File: config.mk
export PLATFORM = sky130hd
export DESIGN_NAME = irq_pend_tracker
export DESIGN_NICKNAME = d
export VERILOG_FILES = /design/src/rtl/irqst_pkg.sv /design/src/rtl/irqst_sampler.sv /design/src/rtl/irqst_cell.sv /design/src/rtl/irqst_query.sv /design/src/rtl/irq_pend_tracker.sv
export SDC_FILE = /design/constraint.sdc
export NUM_CORES = 1
export LEC_CHECK = 0
export BUFFER_PORTS_ARGS = -buffer_cell sky130_fd_sc_hd__clkbuf_2
export CORE_MARGIN = 1.5
export CORE_UTILIZATION = 51
export DETAILED_ROUTE_END_ITERATION = 7
export PLACE_DENSITY_LB_ADDON = 0.2
export RECOVER_POWER = 25
export SLEW_MARGIN = 30
export SYNTH_ARGS = -nofsm -noshare
export SYNTH_HDL_FRONTEND = slang
export SYNTH_SLANG_ARGS = --single-unit
export TNS_END_PERCENT = 50
File: constraint.sdc
create_clock -name clk -period 2.7 [get_ports clk]
set_input_delay 0.135 -clock clk [delete_from_list [all_inputs] [get_ports clk]]
set_output_delay 0.135 -clock clk [all_outputs]
set_load 0.005 [all_outputs]
File: src/rtl/irqst_pkg.sv
package irqst_pkg;
  typedef enum logic [3:0] {
    OP_NONE   = 4'd0,
    OP_EN_SET = 4'd1,
    OP_EN_CLR = 4'd2,
    OP_PSET   = 4'd3,
    OP_PCLR   = 4'd4,
    OP_ACT_SET= 4'd5,
    OP_ACT_CLR= 4'd6,
    OP_TRIG   = 4'd7,
    OP_GRP_SET= 4'd8,
    OP_GRP_CLR= 4'd9
  } op_e;
endpackage

File: src/rtl/irqst_sampler.sv
module irqst_sampler #(
  parameter int WIDTH = 64
) (
  input  logic             clk,
  input  logic             rst,
  input  logic [WIDTH-1:0] lines_in,
  output logic [WIDTH-1:0] lines_q
);
  always_ff @(posedge clk) begin
    if (rst) lines_q <= '0;
    else     lines_q <= lines_in;
  end
endmodule

File: src/rtl/irqst_cell.sv
module irqst_cell
  import irqst_pkg::*;
#(
  parameter int NUM_CPU = 4
) (
  input  logic               clk,
  input  logic               rst,
  input  logic               generic,
  input  logic               wsel,
  input  logic [3:0]         op,
  input  logic [NUM_CPU-1:0] wmask,
  input  logic               wval,
  input  logic               csel,
  input  logic [NUM_CPU-1:0] cmask,
  input  logic [NUM_CPU-1:0] samp,
  output logic [NUM_CPU-1:0] en_q,
  output logic [NUM_CPU-1:0] pend_q,
  output logic [NUM_CPU-1:0] act_q,
  output logic [NUM_CPU-1:0] lvl_q,
  output logic [NUM_CPU-1:0] grp_q,
  output logic               edge_q
);
  logic [NUM_CPU-1:0] en_n, act_n, grp_n, sw_set, sw_clr;
  logic [NUM_CPU-1:0] rise, hw_set, resample;
  logic               edge_n;

  // Software side
  always_comb begin
    en_n   = en_q;
    act_n  = act_q;
    grp_n  = grp_q;
    edge_n = edge_q;
    sw_set = '0;
    sw_clr = '0;
    if (wsel) begin
      case (op)
        OP_EN_SET:  en_n   = en_q | wmask;
        OP_EN_CLR:  en_n   = en_q & ~wmask;
        OP_PSET:    sw_set = wmask;
        OP_PCLR:    sw_clr = wmask;
        OP_ACT_SET: act_n  = act_q | wmask;
        OP_ACT_CLR: act_n  = act_q & ~wmask;
        OP_TRIG:    edge_n = wval;
        OP_GRP_SET: grp_n  = grp_q | wmask;
        OP_GRP_CLR: grp_n  = grp_q & ~wmask;
        default: ;
      endcase
    end
  end

  // Hardware side: edge seen once, comparing new sample with recorded level
  assign rise     = samp & ~lvl_q;
  assign resample = (csel && !generic && !edge_q) ? (lvl_q & cmask) : '0;
  assign hw_set   = (rise & {NUM_CPU{!generic || edge_q}}) | resample;

  always_ff @(posedge clk) begin
    if (rst) begin
      en_q   <= '0;
      pend_q <= '0;
      act_q  <= '0;
      lvl_q  <= '0;
      grp_q  <= '0;
      edge_q <= 1'b0;
    end else begin
      en_q   <= en_n;
      act_q  <= act_n;
      grp_q  <= grp_n;
      edge_q <= edge_n;
      lvl_q  <= samp;
      pend_q <= ((pend_q & ~sw_clr) | sw_set) | hw_set;
    end
  end
endmodule

File: src/rtl/irqst_query.sv
module irqst_query #(
  parameter int NUM_IRQ = 16,
  parameter int NUM_CPU = 4,
  localparam int IRQ_W  = $clog2(NUM_IRQ)
) (
  input  logic                            generic,
  input  logic [IRQ_W-1:0]                q_irq,
  input  logic [NUM_CPU-1:0]              q_mask,
  input  logic [NUM_IRQ-1:0][NUM_CPU-1:0] en_st,
  input  logic [NUM_IRQ-1:0][NUM_CPU-1:0] pend_st,
  input  logic [NUM_IRQ-1:0][NUM_CPU-1:0] act_st,
  input  logic [NUM_IRQ-1:0][NUM_CPU-1:0] lvl_st,
  input  logic [NUM_IRQ-1:0][NUM_CPU-1:0] grp_st,
  input  logic [NUM_IRQ-1:0]              trig_st,
  output logic                            q_pending,
  output logic                            q_enabled,
  output logic                            q_active,
  output logic                            q_group,
  output logic                            q_edge
);
  logic [NUM_CPU-1:0] eff;
  logic               lvl_counts;

  assign lvl_counts = generic && !trig_st[q_irq];
  assign eff        = pend_st[q_irq] | (lvl_st[q_irq] & {NUM_CPU{lvl_counts}});
  assign q_pending  = |(eff & q_mask);
  assign q_enabled  = |(en_st[q_irq] & q_mask);
  assign q_active   = |(act_st[q_irq] & q_mask);
  assign q_group    = |(grp_st[q_irq] & q_mask);
  assign q_edge     = trig_st[q_irq];
endmodule

File: src/rtl/irq_pend_tracker.sv
module irq_pend_tracker #(
  parameter int NUM_IRQ = 16,
  parameter int NUM_CPU = 4,
  localparam int IRQ_W  = $clog2(NUM_IRQ),
  localparam int LINES  = NUM_IRQ * NUM_CPU
) (
  input  logic               clk,
  input  logic               rst,
  input  logic               generic_mode,
  input  logic [LINES-1:0]   irq_lines,
  input  logic               wr_en,
  input  logic [3:0]         wr_op,
  input  logic [IRQ_W-1:0]   wr_irq,
  input  logic [NUM_CPU-1:0] wr_mask,
  input  logic               wr_val,
  input  logic               cmpl_en,
  input  logic [IRQ_W-1:0]   cmpl_irq,
  input  logic [NUM_CPU-1:0] cmpl_mask,
  input  logic [IRQ_W-1:0]   q_irq,
  input  logic [NUM_CPU-1:0] q_mask,
  output logic               q_pending,
  output logic               q_enabled,
  output logic               q_active,
  output logic               q_group,
  output logic               q_edge
);
  logic [LINES-1:0]                samp;
  logic [NUM_IRQ-1:0][NUM_CPU-1:0] en_st, pend_st, act_st, lvl_st, grp_st;
  logic [NUM_IRQ-1:0]              trig_st;

  irqst_sampler #(.WIDTH(LINES)) u_samp (
    .clk(clk), .rst(rst), .lines_in(irq_lines), .lines_q(samp)
  );

  for (genvar i = 0; i < NUM_IRQ; i++) begin : g_irq
    irqst_cell #(.NUM_CPU(NUM_CPU)) u_cell (
      .clk    (clk),
      .rst    (rst),
      .generic(generic_mode),
      .wsel   (wr_en && (wr_irq == IRQ_W'(i))),
      .op     (wr_op),
      .wmask  (wr_mask),
      .wval   (wr_val),
      .csel   (cmpl_en && (cmpl_irq == IRQ_W'(i))),
      .cmask  (cmpl_mask),
      .samp   (samp[i*NUM_CPU +: NUM_CPU]),
      .en_q   (en_st[i]),
      .pend_q (pend_st[i]),
      .act_q  (act_st[i]),
      .lvl_q  (lvl_st[i]),
      .grp_q  (grp_st[i]),
      .edge_q (trig_st[i])
    );
  end

  irqst_query #(.NUM_IRQ(NUM_IRQ), .NUM_CPU(NUM_CPU)) u_query (
    .generic  (generic_mode),
    .q_irq    (q_irq),
    .q_mask   (q_mask),
    .en_st    (en_st),
    .pend_st  (pend_st),
    .act_st   (act_st),
    .lvl_st   (lvl_st),
    .grp_st   (grp_st),
    .trig_st  (trig_st),
    .q_pending(q_pending),
    .q_enabled(q_enabled),
    .q_active (q_active),
    .q_group  (q_group),
    .q_edge   (q_edge)
  );
endmodule

==> metrics.yaml, run 1 <==
rsz0062_at_grt: "true"
drcViolationCount: 0
power.leakage_nw: 8.65
max_slew_margin: -0.0894
ys_ff_latch: 400
period_needed_ns: 2.71
hold_path_class: "primary input to flop"
synthTopCellsByCount: "dfxtp_1 (400), nor2_1 (228), nand2_1 (159)"
worst_ep_required_time_ns: 2.57
pin_count: 103
synth_area_leaders: "dfxtp_1 (44%), mux4_2 (9.8%), mux2i_1 (8.0%), nor2b_1 (4.9%), nor2_1 (4.7%)"
fin_skew_ns: 0.0164
setup_viol: 1
p_clk_frac: 0.468
p_total_w: 0.0137
grt_use_total: 0.316
yosysTopAreaCellShare: 0.440
fin_ws_ns: -0.00967
core.rowCount: 68
synth_warnings: 0
hold_viol: 0
whs_ns: 0.116
cp_top_family: "multiplexers"
syn-mean-instance-area_sq_um: 9.40
sw_frac_of_total: 0.240
powerDensity_nw_per_um2: 634
cts-buffers-inserted: 42
crit_path_end_kind: "output port"
ctsHtreeMaxLevel: 2
routabilityCongestion: 0.977
grt_pass1_wl_um: 88900
nets: 2165
fin_crit_sh: 1.00
detail-route-antenna-nets: 0
p_int_w: 0.0104
cp_slowest_cell: "mux4_4"
p_sw_w: 0.00327
worstPathArrival_ns: 2.57
yosys.area.top_type: "dfxtp_1"
clk_pin_slew_ns: 0.06
final.setup.tns_ns: -0.00967
initial_core_util: 0.523
synthArstFlopShare: 0
post_drt_via_cell_ratio: 6.19
antenna_found_initial: 2
start_kind: "flop"
port_buffers: 102
cts_setup_buffers: 0
comb_power_share: 0.081
seq_area_frac_synth: 0.440
netlist_instances: 1936
grt_pass1_vias: 15020
critPathKind: "flop to output port"
path_max_fanout: 2
synth-edff-count: 0
status: "finished with violations"
drive_gt1_frac: 0.168
final_util: 0.620
cpPeakStageDelay_ns: 0.59
dr.first_iter.drc_count: 1796
seq_power_share: 0.451
grt_max_degree: 96
dieArea_sq_um: 36800
syn-num-nets: 2034
cts_tree: "yes"
netlist-cell-type-count: 39
vias: 15839
vdd_ir_drop_max_uv: 543
coreArea_sq_um: 34800
cts-root-buf: "clkbuf_16"
violations: "max-capacitance violations, max-slew violations, negative setup slack"
syn_area_sq_um: 18200
tightest_slew_ns: 1.63
maxCapViolations: 1
wire_per_inst_um: 22.4
firstDrtPassIters: 6
place_ws_ns: 0.171
cts_sinks: 400
totalWireLength_um: 57200
yosys_most_used_dff: "dfxtp_1"
crit_chain: "mux4_4 > mux4_2 > a22o_1 > a221o_1 > clkbuf_2"
dpl.hpwl_um: 38100
drv_slew: 79
fmax_mhz: 369
cp.buffers_inverters: 1
die_y_um: 192
dieWidth_um: 192
syn_to_final_growth_pct: 18.5
overflow: 0
clock_path_buffers: 3
yosysMostFrequentCell: "dfxtp_1"
clk_latency_ns: 0.57
## per-layer routing
metal,up-vias,global-route usage,share of wire
met5,-,0,0
met4,0,0.131,0.039
met3,132,0.0623,0.094
met2,754,0.488,0.45
met1,7680,0.434,0.42
li1,7273,-,-
## cell type report
cell class	instances	area [sq um]
fill	2889	13200
multi-input combinational	1362	9440
sequential	400	8020
timing repair buffer	261	1990
clock buffer	60	1280
tap	455	569
clock inverter	18	258
antenna	2	5.00
## power by group through the flow
stage,Sequential (W),Combinational (W),Clock (W)
2_1_floorplan,0.00623,0.000662,0
3_3_place_gp,0.00629,0.000972,0
3_5_place_dp,0.00628,0.000987,0
4_1_cts,0.00616,0.00108,0.00646
5_1_grt,0.00617,0.00118,0.00670
6_report,0.00616,0.00110,0.00640
## tightest hold or removal path, delay by kind of cell
| kind | cells | cell delay, ns |
|---|---|---|
| buffers and inverters | 1 | 0.14 |
| and+or+nand+nor | 3 | 0.28 |
| muxes | 1 | 0.09 |
## stage by stage
stage,cell area (sq um),std cells
6_report,21600,2558
3_3_place_gp,19200,2393
3_5_place_dp,19200,2393
5_1_grt,21600,2558
4_1_cts,21600,2556
2_1_floorplan,18200,1936
## logic make-up (layout without fill, tap and decap cells)
group	Yosys count	in the layout	share of synthesized area
flops	400	400	0.440
compound gates	380	380	0.130
xor+xnor	1	1	0.000481
other cells	0	2	0
buf+inv	174	339	0.0417
mux	237	237	0.196
simple gates	744	744	0.192
## final timing paths
path,from,end,slack (ns),depth (start not counted)
max reg2reg,g_irq[6].u_cell.edge_q,g_irq[6].u_cell.pend_q[3],1.14,3
min,wr_op[3],flop,0.12,5
min reg2reg,u_samp.lines_q[62],g_irq[15].u_cell.lvl_q[2],0.47,1
max,flop,q_active,-0.01,5
## cell usage in the layout, fill, tap and decap left out, drive strengths merged, types with 8 or more instances in the layout
master and count:
mux2i 145, buf 74, a21oi 86, nand3 158
a31oi 128, clkbuf 162, dlygate4sd3 85, nor2 228
mux4 92, nand2b 20, clkinv 8, dfxtp 400
a311oi 64, o21ai 81, nand2 159, nor2b 142
nor3 16
## timing repair
action | CTS | global route
gates cloned | 0 | 0
endpoints found under the setup margin | 2 | 4
hold buffers | 85 | 0
pin swaps | 1 | 3
endpoints found under the hold margin | 84 | 0
gates resized for setup | 1 | 16
(Power assumes the default switching activity.)
==> run 2: changes to the inputs <==
--- a/config.mk
+++ b/config.mk
@@ -7,7 +7,8 @@
 export LEC_CHECK = 0
 export BUFFER_PORTS_ARGS = -buffer_cell sky130_fd_sc_hd__clkbuf_2
 export CORE_MARGIN = 1.5
-export CORE_UTILIZATION = 51
+export CORE_UTILIZATION = 63
+export CTS_BUF_LIST = sky130_fd_sc_hd__clkbuf_2
 export DETAILED_ROUTE_END_ITERATION = 7
 export PLACE_DENSITY_LB_ADDON = 0.2
 export RECOVER_POWER = 25
==> metrics.yaml, run 2 (synthesized netlist as in run 1, its figures left out) <==
period_needed_ns: 3.14  # +0.429 ns
fin_crit_sh: 1.16  # +0.159
tightest_slew_ns: 2.42  # +0.789 ns
clk_latency_ns: 0.97  # +0.40 ns
power.leakage_nw: 9.17  # +6.0%
nets: 2353  # +8.7%
violations: "design-rule violations, max-capacitance violations, max-slew violations, negative setup slack"
cp_top_family: "multiplexers"
layout_common_cells: "dfxtp_1 (385), clkbuf_2 (245), nor2_1 (227)"
crit_chain: "mux4_4 > mux4_2 > a22o_1 > a221o_1 > clkbuf_2"
drcViolationCount: 27  # +27
min_path_cells: 6  # +1
fin_skew_ns: 0.0633  # +0.0469 ns
design_area_sq_um: 22100  # +2.6%
worstPathArrival_ns: 3.00  # +0.43 ns
dieArea_sq_um: 29900  # -19%
worst-path-stages: 5  # unchanged
place.detailed.instances: 2311  # -3.4%
cts_tree: "yes"
p_total_w: 0.0114  # -17%
post_drt_via_cell_ratio: 6.54  # +5.6%
rsz0062_at_grt: "true"
vias: 17662  # +12%
final_cells: 2702  # +5.6%
cp.buffers_inverters: 1  # unchanged
grt_pass1_wl_um: 94800  # +6.7%
totalWireLength_um: 60500  # +5.8%
coreArea_sq_um: 28500  # -18%
grt_max_degree: 112  # +17%
vdd_ir_drop_max_uv: 381  # -30%
drive_gt1_frac: 0.183  # +0.0153
dpl_cell_area_sq_um: 19000  # -0.96%
cts-root-buf: "clkbuf_2"
setup_viol: 30  # +29
fin_ws_ns: -0.438  # -0.429 ns
start_kind: "flop"
critPathKind: "flop to output port"
initial_core_util: 0.637  # +0.114
grt_use_total: 0.401  # +0.0849
hold_path_class: "primary input to flop"
cpPeakStageDelay_ns: 0.58  # about the same
pin_count: 103  # unchanged
crit_path_end_kind: "output port"
cts_sinks: 400  # unchanged
fmax_mhz: 319  # -14%
worst_ep_required_time_ns: 2.57  # about the same
dr.first_iter.drc_count: 2473  # +38%
r2r_cells: 4  # +1
overflow: 0  # unchanged
hold_viol: 0  # unchanged
powerDensity_nw_per_um2: 513  # -19%
path_max_fanout: 2  # unchanged
cp_slowest_cell: "mux4_4"
dieWidth_um: 173  # -9.9%
cts-buffers-inserted: 99  # +140%
core.rowCount: 62  # -8.8%
wire_per_inst_um: 22.4  # +0.15%
status: "finished with violations"
detail-route-antenna-nets: 0  # unchanged
max_slew_margin: -0.615  # -0.526
ctsHtreeMaxLevel: 3  # +1
routabilityCongestion: 0.913  # -6.6%
syn_to_final_growth_pct: 21.6
drv_slew: 110  # +39%
dpl.hpwl_um: 35800  # -6.2%
mostFrequentLayoutCell: "dfxtp_1"
firstDrtPassIters: 8  # +2
r2r_start: "g_irq[10].u_cell.edge_q"
grt_pass1_vias: 17424  # +16%
die_y_um: 173  # -9.9%
final_util: 0.775  # +0.155
min_from: "cmpl_en"
antenna_found_initial: 4  # +2
port_buffers: 102  # unchanged
maxCapViolations: 1  # unchanged
clk_pin_slew_ns: 0.11  # +0.05 ns
clock_path_buffers: 3  # unchanged
-- run 2: changes by cell type in the layout (fill, tap and decap cells not counted), moves of 2 or more --
cell and change:
clkinv_2 -6, diode_2 +3, clkinv_1 +9, clkbuf_8 -10, clkinvlp_4 -3, bufinv_16 -6, clkbuf_16 -45, dfxtp_1 -2
buf_12 +2, clkbuf_2 +144, dlygate4sd3_1 +140, dfxtp_4 +3, buf_4 -10, clkbuf_1 -5
-- run 2: per-layer routing --
metal | wire length (um) | vias up | GRT usage
li1 | - | 7696 | -
met1 | 22200 | 8259 | 0.507
met2 | 27400 | 1316 | 0.623
met3 | 6840 | 391 | 0.0948
met4 | 4090 | 0 | 0.252
met5 | 0 | - | 0.00160
-- run 2: cell type report --
class                      instances  area, sq um
clock inverter                    14         71.3
timing repair buffer             392         3350
tap                              384          480
sequential                       400         8030
antenna                            5         12.5
clock buffer                     145          726
fill                            1977         6420
multi-input combinational       1362         9460
-- run 2: tightest hold or removal path, cell delays in order --
cell	delay, ns
clkbuf_2	0.08
nor2b_1	0.18
nand3b_1	0.20
nor3_1	0.13
a31oi_1	0.22
a31oi_1	0.10
-- run 2: through the flow --
stage / hold WS (ns) / setup TNS, ns / setup slack [ns]
final: 0.131 / -8.05 / -0.438
after global routing: 0.141 / -10.76 / -0.520
after CTS: 0.0438 / -1.66 / -0.489
after detailed placement: 0.348 / 0 / 0.139
after global placement: 0.345 / 0 / 0.184
after floorplan: 0.263 / 0 / 0.583
-- run 2: where the power goes --
part,switching (W),internal [W]
clock,0.00250,0.00141
combinational,0.000721,0.000578
sequential,0.000113,0.00604
-- run 2: path summary, 6_finish.rpt --
kind                                      to  slack, ns
setup reg to reg  g_irq[10].u_cell.pend_q[2]       0.68
hold reg to reg    g_irq[15].u_cell.lvl_q[1]       0.43
hold / removal     g_irq[7].u_cell.pend_q[0]       0.13
setup / recovery                    q_active      -0.44
-- run 2: timing repair --
action / in CTS / in global routing
pin swaps: 4 / 2
setup buffers: 1 / 0
setup endpoints to repair: 4 / 6
hold buffers: 226 / 0
resized for setup: 8 / 19
hold endpoints to repair: 374 / 0
